[src/rtl/sdp_pkg.sv]
package sdp_pkg;
  // How a valid block updates the accumulator
  typedef enum logic {
    ACC_ADD  = 1'b0,
    ACC_LOAD = 1'b1
  } acc_mode_e;
endpackage

[src/rtl/sdp_lane.sv]
// One multiply lane: index-driven activation select followed by a signed multiply
module sdp_lane #(
  parameter int BLOCK_SZ = 8,
  parameter int OPND_W   = 8,
  parameter int IDX_W    = (BLOCK_SZ > 1) ? $clog2(BLOCK_SZ) : 1,
  parameter int PROD_W   = 2 * OPND_W
) (
  input  logic [BLOCK_SZ*OPND_W-1:0] act_i,
  input  logic [OPND_W-1:0]          wt_i,
  input  logic [IDX_W-1:0]           idx_i,
  output logic signed [PROD_W-1:0]   prod_o
);
  logic signed [OPND_W-1:0] act_sel;
  logic signed [OPND_W-1:0] wt_s;

  always_comb begin
    act_sel = act_i[idx_i*OPND_W +: OPND_W];
    wt_s    = wt_i;
    prod_o  = act_sel * wt_s;

    if (wt_i == '0) begin
      zero_weight_chk: assert (prod_o == '0);
    end
  end
endmodule

[src/rtl/sdp_sum.sv]
// Sign-extends every lane product and adds them into one accumulator-width value
module sdp_sum #(
  parameter int LANES  = 4,
  parameter int PROD_W = 16,
  parameter int ACC_W  = 32
) (
  input  logic [LANES*PROD_W-1:0] prod_i,
  output logic signed [ACC_W-1:0] sum_o
);
  localparam int EXT_W = ACC_W - PROD_W;

  logic [ACC_W-1:0] ext [LANES];

  for (genvar l = 0; l < LANES; l++) begin : g_ext
    assign ext[l] = {{EXT_W{prod_i[l*PROD_W+PROD_W-1]}}, prod_i[l*PROD_W +: PROD_W]};
  end

  always_comb begin
    sum_o = '0;
    for (int l = 0; l < LANES; l++) begin
      sum_o = sum_o + $signed(ext[l]);
    end
  end
endmodule

[src/rtl/sparse_dot_unit.sv]
// Fixed-density sparse dot-product processing element
module sparse_dot_unit
  import sdp_pkg::*;
#(
  parameter int BLOCK_SZ = 8,
  parameter int LANES    = 4,
  parameter int OPND_W   = 8,
  parameter int ACC_W    = 32,
  localparam int IDX_W   = (BLOCK_SZ > 1) ? $clog2(BLOCK_SZ) : 1,
  localparam int PROD_W  = 2 * OPND_W
) (
  input  logic                       clk,
  input  logic                       rst_n,
  input  logic                       in_valid,
  input  logic                       in_clear,
  input  logic [BLOCK_SZ*OPND_W-1:0] act_blk,
  input  logic [LANES*OPND_W-1:0]    wt_nz,
  input  logic [LANES*IDX_W-1:0]     wt_idx,
  output logic [ACC_W-1:0]           acc_out,
  output logic                       acc_valid
);
  // reset: asserted asynchronously, released on the clock
  logic [1:0] rst_sync_q;
  logic       rst_sync_n;

  always_ff @(posedge clk or negedge rst_n) begin
    if (!rst_n) rst_sync_q <= '0;
    else        rst_sync_q <= {rst_sync_q[0], 1'b1};
  end
  assign rst_sync_n = rst_sync_q[1];

  // stage 1: input capture
  logic                       s1_valid_q, s1_valid_d;
  acc_mode_e                  s1_mode_q, s1_mode_d;
  logic [BLOCK_SZ*OPND_W-1:0] s1_act_q, s1_act_d;
  logic [LANES*OPND_W-1:0]    s1_wt_q, s1_wt_d;
  logic [LANES*IDX_W-1:0]     s1_idx_q, s1_idx_d;
  logic                       s1_en;

  always_comb begin
    s1_en      = in_valid;
    s1_valid_d = in_valid;
    s1_mode_d  = in_clear ? ACC_LOAD : ACC_ADD;
    s1_act_d   = act_blk;
    s1_wt_d    = wt_nz;
    s1_idx_d   = wt_idx;
  end

  always_ff @(posedge clk or negedge rst_sync_n) begin
    if (!rst_sync_n) begin
      s1_valid_q <= 1'b0;
      s1_mode_q  <= ACC_ADD;
      s1_act_q   <= '0;
      s1_wt_q    <= '0;
      s1_idx_q   <= '0;
    end else begin
      s1_valid_q <= s1_valid_d;
      if (s1_en) begin
        s1_mode_q <= s1_mode_d;
        s1_act_q  <= s1_act_d;
        s1_wt_q   <= s1_wt_d;
        s1_idx_q  <= s1_idx_d;
      end
    end
  end

  // lanes
  logic [LANES*PROD_W-1:0] lane_prod;
  logic signed [ACC_W-1:0] lane_sum;

  for (genvar l = 0; l < LANES; l++) begin : g_lane
    sdp_lane #(
      .BLOCK_SZ (BLOCK_SZ),
      .OPND_W   (OPND_W),
      .IDX_W    (IDX_W),
      .PROD_W   (PROD_W)
    ) u_lane (
      .act_i  (s1_act_q),
      .wt_i   (s1_wt_q[l*OPND_W +: OPND_W]),
      .idx_i  (s1_idx_q[l*IDX_W +: IDX_W]),
      .prod_o (lane_prod[l*PROD_W +: PROD_W])
    );
  end

  sdp_sum #(
    .LANES  (LANES),
    .PROD_W (PROD_W),
    .ACC_W  (ACC_W)
  ) u_sum (
    .prod_i (lane_prod),
    .sum_o  (lane_sum)
  );

  // stage 2: shared accumulator
  logic [ACC_W-1:0] acc_q, acc_d;
  logic             acc_valid_q, acc_valid_d;
  logic             acc_en;

  always_comb begin
    acc_en      = s1_valid_q;
    acc_valid_d = s1_valid_q;
    acc_d       = (s1_mode_q == ACC_LOAD) ? lane_sum : (acc_q + lane_sum);
  end

  always_ff @(posedge clk or negedge rst_sync_n) begin
    if (!rst_sync_n) begin
      acc_q       <= '0;
      acc_valid_q <= 1'b0;
    end else begin
      acc_valid_q <= acc_valid_d;
      if (acc_en) acc_q <= acc_d;
    end
  end

  assign acc_out   = acc_q;
  assign acc_valid = acc_valid_q;


  update_latency_chk: assert property (@(posedge clk) disable iff (!rst_sync_n)
    acc_valid |-> $past(in_valid, 2));


  idle_hold_chk: assert property (@(posedge clk) disable iff (!rst_sync_n)
    !acc_valid |-> $stable(acc_out));


  add_update_chk: assert property (@(posedge clk) disable iff (!rst_sync_n)
    (s1_valid_q && s1_mode_q == ACC_ADD) |=> acc_out == $past(acc_out) + $past(lane_sum));


  load_update_chk: assert property (@(posedge clk) disable iff (!rst_sync_n)
    (s1_valid_q && s1_mode_q == ACC_LOAD) |=> acc_out == $past(lane_sum));
endmodule

[config.mk]
export PLATFORM = sky130hd
export DESIGN_NAME = sparse_dot_unit
export DESIGN_NICKNAME = d
export VERILOG_FILES = /design/src/rtl/sdp_pkg.sv /design/src/rtl/sdp_lane.sv /design/src/rtl/sdp_sum.sv /design/src/rtl/sparse_dot_unit.sv
export SDC_FILE = /design/constraint.sdc
export NUM_CORES = 1
export LEC_CHECK = 0
export BUFFER_PORTS_ARGS = -buffer_cell sky130_fd_sc_hd__buf_2
export CAP_MARGIN = 20
export CORE_AREA = 2 2 191 287
export DETAILED_ROUTE_END_ITERATION = 12
export DIE_AREA = 0 0 193 289
export GPL_TIMING_DRIVEN = 0
export REMOVE_ABC_BUFFERS = 1
export SLEW_MARGIN = 40
export SYNTH_ARGS = -nofsm -noshare
export SYNTH_HDL_FRONTEND = slang
export SYNTH_SLANG_ARGS = --single-unit
[constraint.sdc]
create_clock -name clk -period 5.1 [get_ports clk]
set_input_delay 0.765 -clock clk [delete_from_list [all_inputs] [get_ports clk]]
set_output_delay 0.765 -clock clk [all_outputs]
set_load 0.02 [all_outputs]
# ---- After elaboration in Yosys (flattened, before gate mapping)
# Cells that the tools add are included.
dict set report totals {
  inputBits 112
  word_cells 22
  ff_bits 145
}
dict set report classes {
  add_sub_neg 4
  shifts 4
  mux 2
  multipliers 4
}
# operator n
set ops {}
lappend ops {{64-bit by 7-bit indexed part select with 8-bit output} 4}
lappend ops {{8-bit by 8-bit multiplier with 16-bit output} 4}
lappend ops {{32-bit by 16-bit adder with 32-bit output} 1}
lappend ops {{32-bit adder} 1}
lappend ops {{32-bit two-way mux} 1}
lappend ops {{17-bit by 16-bit adder with 18-bit output} 1}
lappend ops {{16-bit by 16-bit adder with 17-bit output} 1}
lappend ops {{1-bit two-way mux} 1}

# ---- Logic depth before layout (Yosys ltp)
# Gate-level depths: netlist of the first run.
dict set report logic_depth {
  depth_word 7
  ltp_mapped 50
  mapped_depth_nobuf 48
}

# ---- By module
# From an unflattened synthesis of the first run, not the netlist that was laid out.
dict set report unflattened {
  cells_unflattened 2166
  area_unflattened_um2 21733.3
}
# mod area_each_um2 seq_area_each_um2 instances cells_per_inst
set modules_own_cells {}
lappend modules_own_cells {sparse_dot_unit 7370.8 3628.5 1 643}
lappend modules_own_cells {{sdp_lane at g_lane[0].u_lane ...} 3093.0 0.0 2 316}
lappend modules_own_cells {{sdp_lane at g_lane[2].u_lane} 3090.5 0.0 1 317}
lappend modules_own_cells {{sdp_lane at g_lane[3].u_lane} 3050.4 0.0 1 311}
lappend modules_own_cells {sdp_sum 2035.7 0.0 1 263}

# ---- Least setup slack after synthesis of the first run
# Ideal clock, no wire load.
dict set report synth_path {
  kind {register -> register}
  start {reg s1_idx_q[0]}
  end {reg acc_q[31], in the netlist acc_out[31]}
  path_stages_with_launch 45
  path_slack_ns -7.522
  t_arrival_ns 12.483
  path_cell_list {dfrtp_1 > buf_2 > buf_2 > mux4_2 > mux2_2 > and2_1 > fa_1 > fa_1 > inv_1 > fa_1 > inv_1 > fa_1 > fa_1 > fa_1 > inv_1 > fa_1 > inv_1 > ha_1 > [9 not listed] > fa_1 > fa_1 > fa_1 > inv_1 > ha_1 > ha_1 > and3_1 > o21ai_0 > a21oi_1 > o21ai_0 > ha_1 > nand4_1 > or3_1 > a211oi_2 > nor4b_2 > or4_1 > o2111ai_1 > o31ai_1}
}
dict set report synth_via {
  elab_chain_len 7
}
# element line
set synth_rtl {}
lappend synth_rtl {{from (decl)} sparse_dot_unit.sv:37} ;# logic [LANES*IDX_W-1:0] s1_idx_q, s1_idx_d;
lappend synth_rtl {{from (signal assigned)} sparse_dot_unit.sv:62} ;# s1_idx_q <= s1_idx_d;
lappend synth_rtl {{64-bit by 7-bit indexed part select with 8-bit output *} sdp_lane.sv:17} ;# act_sel = act_i[idx_i*OPND_W +: OPND_W];
lappend synth_rtl {{8-bit by 8-bit multiplier with 16-bit output *} sdp_lane.sv:19} ;# prod_o = act_sel * wt_s;
lappend synth_rtl {{16-bit by 16-bit adder with 17-bit output *} sdp_sum.sv:21} ;# sum_o = sum_o + $signed(ext[l]);
lappend synth_rtl {{17-bit by 16-bit adder with 18-bit output *} sdp_sum.sv:21}
lappend synth_rtl {{32-bit by 16-bit adder with 32-bit output *} sdp_sum.sv:21}
lappend synth_rtl {{32-bit adder} sparse_dot_unit.sv:102} ;# acc_d = (s1_mode_q == ACC_LOAD) ? lane_sum : (acc_q + lane_sum);
lappend synth_rtl {{32-bit two-way mux *} sparse_dot_unit.sv:102}
lappend synth_rtl {{to (signal assigned)} sparse_dot_unit.sv:107} ;# acc_q <= '0;
lappend synth_rtl {{to (signal assigned)} sparse_dot_unit.sv:111} ;# if (acc_en) acc_q <= acc_d;
lappend synth_rtl {{to (decl)} sparse_dot_unit.sv:95} ;# logic [ACC_W-1:0] acc_q, acc_d;
# Mark *: on every way between the ends. The rest lies on a longest branch, timed or not.
# A chain may end at the register's enable or synchronous reset.

# ---- Worst setup path after layout of the first run
dict set report layout_path {
  start {reg s1_idx_q[1]}
  end {reg acc_q[31], in the netlist acc_out[31]}
}
# Same word-level chain as after synthesis.

==> key figures, run 1 <==
Place
  – Global placement routability congestion: 0.861
  – Sum of net half-perimeters after detailed placement: 42900 µm
  – IO buf count: 144
  – DP Worst Slack: -9170 ps

Yosys
  – Synthesized flop and latch total: 145
  – Ys Warns: 0
  – Number of distinct standard cells referenced by the synthesized netlist: 65
  – Share of the yosys chip area belonging to registers: 17.2%
  – Most numerous cell types in the synthesized netlist: sky130_fd_sc_hd__inv_1 (392), sky130_fd_sc_hd__fa_1 (323), sky130_fd_sc_hd__ha_1 (156)
  – Synth Cell Area: 0.0211 mm²
  – Area share of the largest cell type after synthesis: 30.7%
  – Synthesized area per cell: 10.6 µm²
  – Post-Syn Instances: 1996
  – EDFF count, synth: 0
  – Biggest area consumer among synthesized cells: sky130_fd_sc_hd__fa_1
  – Most repeated cell in the gate-level netlist after synthesis: sky130_fd_sc_hd__inv_1
  – Most frequently used flop master after synthesis: sky130_fd_sc_hd__dfrtp_1
  – Share of flip-flops with an asynchronous set or reset: 100%
  – Cell types occupying the most area after synthesis: sky130_fd_sc_hd__fa_1 (31%), sky130_fd_sc_hd__dfrtp_1 (17%), sky130_fd_sc_hd__ha_1 (9.3%)

Clocking
  – Library cell used as clock root buffer: sky130_fd_sc_hd__clkbuf_16
  – Clock latency of the later-clocked register in the worst-skew pair: 470 ps
  – Maximum level of the CTS H-tree: 4
  – Maximum clock path buffer count: 2
  – Total CTS buffers: 17
  – Clock sink count: 145
  – Clock transition at the register clock pins on the worst setup and hold paths after CTS: 80 ps
  – TritonCTS clock tree: done

Floorplanning
  – Height of the chip: 289 µm
  – Total Die Area: 0.0558 mm²
  – Total core area: 0.0534 mm²
  – Chip width: 193 µm
  – I/O pin count: 145
  – Number of standard-cell rows in the floorplan: 104
  – Initial core utilization: 39.5%

Worst setup path
  – Cell type of the slowest stage on the worst timing path: sky130_fd_sc_hd__dfrtp_2
  – Logic depth of the worst path, buffers included: 46
  – Cell family contributing the most delay on the critical path: adder cells
  – Critical-path maximum fanout: 17
  – Worst EP required: 5420 ps
  – Crit path top cell by count: sky130_fd_sc_hd__fa_1
  – Register-to-Register Path Depth: 46
  – Critical path data arrival time: 13040 ps
  – Kind of end point of the critical path: register
  – Count of buffer and inverter cells on the critical path: 8
  – Category of the critical setup timing path: reg -> reg
  – Element type at the critical path start: register
  – Origin of the worst setup path: s1_idx_q[1]
  – Largest stage delay on the critical path: 700 ps
  – Worst reg2reg startpoint: s1_idx_q[1]

Layout
  – Finished Core Util: 49.4%
  – Total inserted antenna cells: 0
  – Share of layout cells above drive strength 1: 34.8%
  – Number of nets in the finished design: 2837
  – Layout-stage area growth over the synthesis result: 25.0%
  – Fill count: 4780
  – Register cell area after layout: 0.00366 mm²
  – Area of the multi-input gates: 0.0177 mm²

STA
  – Final setup vio count: 30
  – Slew margin rel.: 40.4%
  – Final Cycle Share: 249%
  – Setup repair after global routing missed its margin: true
  – Number of failing hold endpoints at the final stage: 0
  – Final count of pins violating max slew: 0
  – Period minus WS final: 12720 ps
  – Worst setup margin: -7620 ps
  – Final clock skew: 16.3 ps
  – Transition time at the pin with the least slew margin: 894 ps
  – Max Clk Rate: 0.0786 GHz

Route
  – Total via count in the routed design: 15500
  – DRC violation count after routing: 0
  – Highest routed metal layer: met5
  – Metal1 wirelength: 21200 µm
  – Final wirelength: 56100 µm
  – WL met2: 31200 µm
  – Iter 0 DRT Violations: 518
  – Per-cell routed wire length: 19.0 µm
  – Total met3 wirelength after detailed routing: 1780 µm
  – Detail-routed via count per cell: 5.25
  – Final antenna-violating net count: 0
  – DRT Pass-1 Iters: 4

Global routing
  – Global-route wire length before repair: 92000 µm
  – Residual overflow from global routing: 0
  – Number of antenna violations at the first check in global routing: 2
  – Largest net degree at the start of global routing: 64
  – Global-route usage over all layers: 21.3%
  – Number of global-route vias before repair: 17500

Outcome
  – Violated checks: negative setup slack
  – Result of the run: complete, but fails checks

Flow run
  – Max-cap viol count: 0

Min path
  – Type of the worst min-delay path: in -> async
-- metal layers --
layer  global-route usage [%]  up-vias
met5                        0        -
met4                     7.78        4
met3                     2.63      108
met2                     40.5      348
met1                     24.0     8038
li1                         -     6983
-- cells in the final DEF (no fill, tap or decap), drive strengths merged, types with 18 or more instances in the layout --
cell type / count
nand2: 102
dfrtp: 145
a21oi: 69
mux2: 119
mux4: 64
inv: 400
nor2: 64
o21ai: 45
buf: 283
mux2i: 33
and2: 43
clkbuf: 18
a21o: 19
xnor2: 39
ha: 156
nor2b: 116
nand2b: 46
fa: 323
-- final timing paths --
check                           endpoint  slack (ps)
max                          acc_out[31]       -7620
min                        rst_sync_q[1]          70
max reg2reg                  acc_out[31]       -7620
min reg2reg                  s1_wt_q[24]         220
max in group asynchronous    s1_wt_q[22]        4170
min in group clk           rst_sync_q[1]         360
-- cell type report --
cell class / count / area share [%]
Inverter: 393 / 5.64
Tap cell: 689 / 3.27
Clock buffer: 18 / 1.63
Timing Repair Buffer: 283 / 7.85
Clock inverter: 14 / 0.632
Sequential cell: 145 / 13.9
Multi-Input combinational cell: 1406 / 67.1
-- metrics by stage --
step / std cells / TNS [ps] / area [µm²] / hold WS, ps
after floorplan: 1944 / -187070 / 20900 / 331
after global placement: 2777 / -453630 / 22400 / 337
after detailed placement: 2783 / -216580 / 22700 / 233
after CTS: 2929 / -187150 / 25700 / 44.6
after global routing: 2948 / -197890 / 26300 / 49.1
final: 2948 / -186780 / 26300 / 67.5
-- cell families (layout without fill, tap and decap cells) --
group,after synthesis,in the layout,synth area share [%]
adder cells (fa/ha/maj),479,479,40.0
buffers and inverters,445,708,7.99
AND/OR/NAND/NOR,436,436,10.9
flip-flops,145,145,17.2
XOR/XNOR,52,52,2.16
multiplexers,216,216,14.8
AO/OA/AOI/OAI,222,222,6.96
other,1,1,0.0178
-- worst register-to-register path, delay by kind of cell (launching register included) --
kind	cells	cell delay, ps
DFF	1	700
xor gates and xnor gates	1	90
AOI/OAI and AO/OA	10	1940
and+or+nand+nor	10	2270
adders and majority gates	15	6450
buffers and inverters	8	430
muxes	2	700
-- sequential cells by signal, indices dropped and copies added, names as in the netlist --
signal      flops
acc_valid       1
s1_idx_q       12
rst_sync_q      2
s1_wt_q        32
s1_act_q       64
s1_mode_q       1
acc_out        32
acc_en          1
-- what timing repair did --
action	CTS	global route
endpoints found under the setup margin	31	31
pin swaps	166	77
buffers inserted	115	19
resized for setup	274	107
hold buffers	0	0
Power of run 1 is left out: the tool's default activity adds up to more than one toggle a clock period on the data nets, which glitch-free logic cannot reach.
==> run 2, diff against run 1 <==
--- a/config.mk
+++ b/config.mk
@@ -12,6 +12,7 @@
 export DIE_AREA = 0 0 193 289
 export GPL_TIMING_DRIVEN = 0
 export REMOVE_ABC_BUFFERS = 1
+export SKIP_CTS_REPAIR_TIMING = 1
 export SLEW_MARGIN = 40
 export SYNTH_ARGS = -nofsm -noshare
 export SYNTH_HDL_FRONTEND = slang
==> key figures, run 2 (synthesized netlist as in run 1, its figures left out) <==
Outcome
  – Result of the run: complete, but fails checks
  – Violated checks: negative setup slack

Route
  – Detail-routed via count per cell: 5.24 (-0.21%)
  – Final wirelength: 54200 µm (-3.5%)
  – Final antenna-violating net count: 0 (unchanged)
  – DRC violation count after routing: 0 (unchanged)
  – DRT Pass-1 Iters: 5 (+1)
  – Per-cell routed wire length: 18.6 µm (-2.1%)
  – Total via count in the routed design: 15200 (-1.6%)
  – Iter 0 DRT Violations: 488 (-5.8%)

STA
  – Worst setup margin: -7800 ps (-180 ps)
  – Final setup vio count: 30 (unchanged)
  – Final Cycle Share: 253% (+3.5 points)
  – Max Clk Rate: 0.0775 GHz (-1.4%)
  – Slew margin rel.: 38.8% (-1.6 points)
  – Final clock skew: 18.0 ps (+1.72 ps)
  – Setup repair after global routing missed its margin: true
  – Transition time at the pin with the least slew margin: 918 ps (+24.1 ps)
  – Final count of pins violating max slew: 0 (unchanged)
  – Number of failing hold endpoints at the final stage: 0 (unchanged)
  – Period minus WS final: 12900 ps (+180 ps)

Global routing
  – Number of global-route vias before repair: 16600 (-5.2%)
  – Global-route wire length before repair: 86600 µm (-5.9%)
  – Global-route usage over all layers: 19.9% (-1.3 points)
  – Largest net degree at the start of global routing: 64 (unchanged)
  – Residual overflow from global routing: 0 (unchanged)
  – Number of antenna violations at the first check in global routing: 2 (unchanged)

Worst setup path
  – Critical path data arrival time: 13220 ps (+180 ps)
  – Register-to-Register Path Depth: 43 (-6.5%)
  – Critical-path maximum fanout: 6 (-11)
  – Category of the critical setup timing path: reg -> reg
  – Kind of end point of the critical path: register
  – Element type at the critical path start: register
  – Crit path top cell by count: sky130_fd_sc_hd__fa_1
  – Worst EP required: 5420 ps (about the same)
  – Cell type of the slowest stage on the worst timing path: sky130_fd_sc_hd__fa_1
  – Largest stage delay on the critical path: 580 ps (-120 ps)

Clocking
  – Maximum level of the CTS H-tree: 4 (unchanged)
  – Clock sink count: 145 (unchanged)
  – Clock latency of the later-clocked register in the worst-skew pair: 480 ps (about the same)
  – Clock transition at the register clock pins on the worst setup and hold paths after CTS: 80 ps (about the same)
  – TritonCTS clock tree: done
  – Library cell used as clock root buffer: sky130_fd_sc_hd__clkbuf_16
  – Total CTS buffers: 17 (unchanged)
  – Maximum clock path buffer count: 2 (unchanged)

Place
  – Global placement routability congestion: 0.861 (unchanged)
  – Sum of net half-perimeters after detailed placement: 42900 µm (unchanged)
  – Cell Count Post-Placement: 2783 (unchanged)
  – IO buf count: 144 (unchanged)

Floorplanning
  – Number of standard-cell rows in the floorplan: 104 (unchanged)
  – Chip width: 193 µm (unchanged)
  – I/O pin count: 145 (unchanged)
  – Total Die Area: 0.0558 mm² (unchanged)
  – Initial core utilization: 39.5% (unchanged)
  – Total core area: 0.0534 mm² (unchanged)
  – Height of the chip: 289 µm (unchanged)

Layout
  – Register name with the most flops: s1_act_q
  – Share of layout cells above drive strength 1: 30.4% (-4.3 points)
  – Number of nets in the finished design: 2795 (-1.5%)
  – Layout-stage area growth over the synthesis result: 20.3%
  – Total inserted antenna cells: 0 (unchanged)
  – Commonest non-fill, non-tap cells in the layout: sky130_fd_sc_hd__inv_1 (377), sky130_fd_sc_hd__fa_1 (313), sky130_fd_sc_hd__buf_2 (143)
  – Max FFs per register: 64 (unchanged)
  – Commonest non-fill, non-tap cell in the layout: sky130_fd_sc_hd__inv_1
  – Final std cells w/o fill: 2906 (-1.4%)
  – Finished Core Util: 47.5% (-1.9 points)
  – Fill count: 4889 (+2.3%)

Flow run
  – Max-cap viol count: 0 (unchanged)

Min path
  – Type of the worst min-delay path: in -> async
==> run 2: area by class of cell <==
cell class,instances,area [µm²],share of cell area [%]
clock buffers,18,429,1.69
clock inverters,14,166,0.657
inverters,393,1480,5.83
multi-input cells,1406,17100,67.5
flip-flops and latches,145,3660,14.4
well taps,689,862,3.40
repair buffers,241,1650,6.51
==> run 2: final timing paths <==
check,startpoint,to,slack (ps)
max,s1_idx_q[6],acc_out[31],-7800
min,rst_n,rst_sync_q[1],70
max reg2reg,s1_idx_q[6],acc_out[31],-7800
min reg2reg,rst_sync_q[1],s1_wt_q[24],220
max in group asynchronous,rst_sync_q[1],s1_wt_q[22],4180
min in group clk,rst_sync_q[0],rst_sync_q[1],360
==> run 2: layer usage <==
metal  wire (µm)  global-route usage (%)  part of all wire, %
met1       20600                    22.9                   38
met2       29900                    37.8                   55
met3        2020                    2.64                  3.7
met4        1640                    6.38                  3.0
met5          24                       0                0.044
==> run 2: worst max-delay path, delay by kind of cell, from the launching register on <==
| kind | cells | cell delay (ps) |
|---|---|---|
| adders and majority gates | 15 | 6570 |
| AOI/OAI and AO/OA | 10 | 2330 |
| and+or+nand+nor | 6 | 1490 |
| buffers and inverters | 9 | 900 |
| muxes | 2 | 730 |
| DFF | 1 | 490 |
| xor gates and xnor gates | 1 | 190 |
==> run 2: stage by stage <==
stage / hold slack (ps) / setup slack [ps] / area, µm² / TNS, ps
6_report: 65.1 / -7800 / 25300 / -190150
5_1_grt: 50.0 / -8160 / 25300 / -200940
3_5_place_dp: 233 / -9170 / 22700 / -216580
4_1_cts: 44.6 / -9240 / 23300 / -219050
2_1_floorplan: 331 / -7640 / 20900 / -187070
3_3_place_gp: 337 / -9870 / 22400 / -453630
Power of run 2 is left out for the same reason.
==> run 3, diff against run 2 <==
--- a/config.mk
+++ b/config.mk
@@ -12,8 +12,10 @@
 export DIE_AREA = 0 0 193 289
 export GPL_TIMING_DRIVEN = 0
 export REMOVE_ABC_BUFFERS = 1
+export SETUP_SLACK_MARGIN = 0.4
 export SKIP_CTS_REPAIR_TIMING = 1
 export SLEW_MARGIN = 40
 export SYNTH_ARGS = -nofsm -noshare
 export SYNTH_HDL_FRONTEND = slang
 export SYNTH_SLANG_ARGS = --single-unit
+export TNS_END_PERCENT = 100
==> key figures, run 3 (synthesized netlist as in run 1, its figures left out) <==
STA
  – Final Cycle Share: 252% (-0.60 points)
  – Period minus WS final: 12870 ps (-30.6 ps)
  – Final setup vio count: 30 (unchanged)
  – Max Clk Rate: 0.0777 GHz (+0.24%)
  – WHS: 65.6 ps (+0.498 ps)
  – Worst setup margin: -7770 ps (+30.6 ps)
  – Slew margin rel.: 39.1% (+0.27 points)
  – Final clock skew: 19.6 ps (+1.58 ps)
  – Number of failing hold endpoints at the final stage: 0 (unchanged)
  – Final count of pins violating max slew: 0 (unchanged)
  – Setup repair after global routing missed its margin: true
  – Transition time at the pin with the least slew margin: 914 ps (-3.98 ps)

Worst setup path
  – Worst EP required: 5420 ps (about the same)
  – Cell family contributing the most delay on the critical path: adder cells
  – Crit path top cell by count: sky130_fd_sc_hd__fa_1
  – Element type at the critical path start: register
  – Critical path data arrival time: 13190 ps (-30 ps)
  – Kind of end point of the critical path: register
  – Critical-path maximum fanout: 7 (+1)
  – Origin of the worst setup path: s1_idx_q[0]
  – Reg-to-Reg End: acc_out[31]
  – Internal reg-to-reg setup slack: -7770 ps (+30 ps)
  – Crit path capture: acc_out[31]
  – Worst reg2reg startpoint: s1_idx_q[0]
  – Logic depth of the worst path, buffers included: 44 (+2.3%)
  – Cell type of the slowest stage on the worst timing path: sky130_fd_sc_hd__fa_2
  – Largest stage delay on the critical path: 590 ps (about the same)
  – Register-to-Register Path Depth: 44 (+2.3%)
  – Count of buffer and inverter cells on the critical path: 8 (-1)
  – Category of the critical setup timing path: reg -> reg

Route
  – Final wirelength: 55000 µm (+1.5%)
  – DRT Pass-1 Iters: 5 (unchanged)
  – DRC violation count after routing: 0 (unchanged)
  – Final antenna-violating net count: 0 (unchanged)
  – Iter 0 DRT Violations: 578 (+18%)
  – Per-cell routed wire length: 18.7 µm (+0.26%)
  – Total via count in the routed design: 15400 (+1.1%)
  – Detail-routed via count per cell: 5.23 (about the same)

Layout
  – Layout-stage area growth over the synthesis result: 23.4%
  – Area of the multi-input gates: 0.0174 mm² (+1.5%)
  – Commonest non-fill, non-tap cell in the layout: sky130_fd_sc_hd__inv_1
  – Fill count: 4855 (-0.70%)
  – Cell area after layout: 0.0260 mm² (+2.6%)
  – Commonest non-fill, non-tap cells in the layout: sky130_fd_sc_hd__inv_1 (365), sky130_fd_sc_hd__fa_1 (310), sky130_fd_sc_hd__buf_2 (143)
  – Register cell area after layout: 0.00366 mm² (unchanged)
  – Register name with the most flops: s1_act_q
  – Number of nets in the finished design: 2830 (+1.3%)
  – Max FFs per register: 64 (unchanged)
  – Total inserted antenna cells: 0 (unchanged)
  – Share of layout cells above drive strength 1: 33.4% (+2.9 points)

Global routing
  – Number of antenna violations at the first check in global routing: 2 (unchanged)
  – Number of global-route vias before repair: 16600 (unchanged)
  – Global-route usage over all layers: 19.9% (unchanged)
  – Residual overflow from global routing: 0 (unchanged)
  – Global-route wire length before repair: 86600 µm (unchanged)
  – Largest net degree at the start of global routing: 64 (unchanged)

Floorplanning
  – Initial core utilization: 39.5% (unchanged)
  – I/O pin count: 145 (unchanged)
  – Chip width: 193 µm (unchanged)
  – Total Die Area: 0.0558 mm² (unchanged)
  – Number of standard-cell rows in the floorplan: 104 (unchanged)
  – Total core area: 0.0534 mm² (unchanged)
  – Height of the chip: 289 µm (unchanged)

Clocking
  – Clock sink count: 145 (unchanged)
  – Total CTS buffers: 17 (unchanged)
  – TritonCTS clock tree: done
  – Maximum level of the CTS H-tree: 4 (unchanged)
  – Maximum clock path buffer count: 2 (unchanged)
  – Clock transition at the register clock pins on the worst setup and hold paths after CTS: 80 ps (about the same)
  – Clock latency of the later-clocked register in the worst-skew pair: 480 ps (about the same)
  – Library cell used as clock root buffer: sky130_fd_sc_hd__clkbuf_16

Place
  – Sum of net half-perimeters after detailed placement: 42900 µm (unchanged)
  – DP Worst Slack: -9170 ps (unchanged)
  – IO buf count: 144 (unchanged)
  – Global placement routability congestion: 0.861 (unchanged)
  – Post-detailed-placement cell area: 0.0227 mm² (unchanged)

Outcome
  – Violated checks: negative setup slack
  – Result of the run: complete, but fails checks

Min path
  – Type of the worst min-delay path: in -> async

Flow run
  – Max-cap viol count: 0 (unchanged)
==> run 3: cell count changes in the layout (fill, tap and decap cells not counted), moves of 6 or more <==
cell                      previous run  this run
sky130_fd_sc_hd__ha_4               43        49
sky130_fd_sc_hd__a21oi_1            54        48
sky130_fd_sc_hd__buf_6               5        18
sky130_fd_sc_hd__buf_12             10        17
sky130_fd_sc_hd__inv_1             377       365
sky130_fd_sc_hd__inv_2              15        27
sky130_fd_sc_hd__buf_4              79        95
==> run 3: cell type report <==
class,count,area share [%]
Clock buffer,18,1.65
Clock inverter,14,0.640
Inverter,393,5.68
Multi-Input combinational cell,1406,66.8
Sequential cell,145,14.1
Tap cell,689,3.32
Timing Repair Buffer,276,7.85
==> run 3: how the worst min path moves through the flow <==
stage | startpoint | depth (start not counted) | to
final | rst_n | 1 | rst_sync_q[1]
after global routing | rst_n | 1 | rst_sync_q[1]
after CTS | rst_n | 1 | rst_sync_q[1]
after detailed placement | rst_sync_q[1] | 0 | acc_valid
after global placement | rst_sync_q[0] | 0 | rst_sync_q[1]
after floorplan | rst_sync_q[0] | 0 | rst_sync_q[1]
==> run 3: through the flow <==
| stage | util (%) | std cells | TNS, ps |
|---|---|---|---|
| floorplan | - | 1944 | -187070 |
| global placement | 42.1 | 2777 | -453630 |
| detailed placement | 42.5 | 2783 | -216580 |
| CTS | 43.6 | 2815 | -219050 |
| global route | 48.7 | 2941 | -199400 |
| finish | 48.7 | 2941 | -188010 |
==> run 3: layer usage <==
layer | wire length (µm) | track usage, %
met5 | 27 | 0
met1 | 20700 | 22.9
met4 | 1570 | 6.38
met3 | 2170 | 2.64
met2 | 30500 | 37.8
Power of run 3 is left out for the same reason.
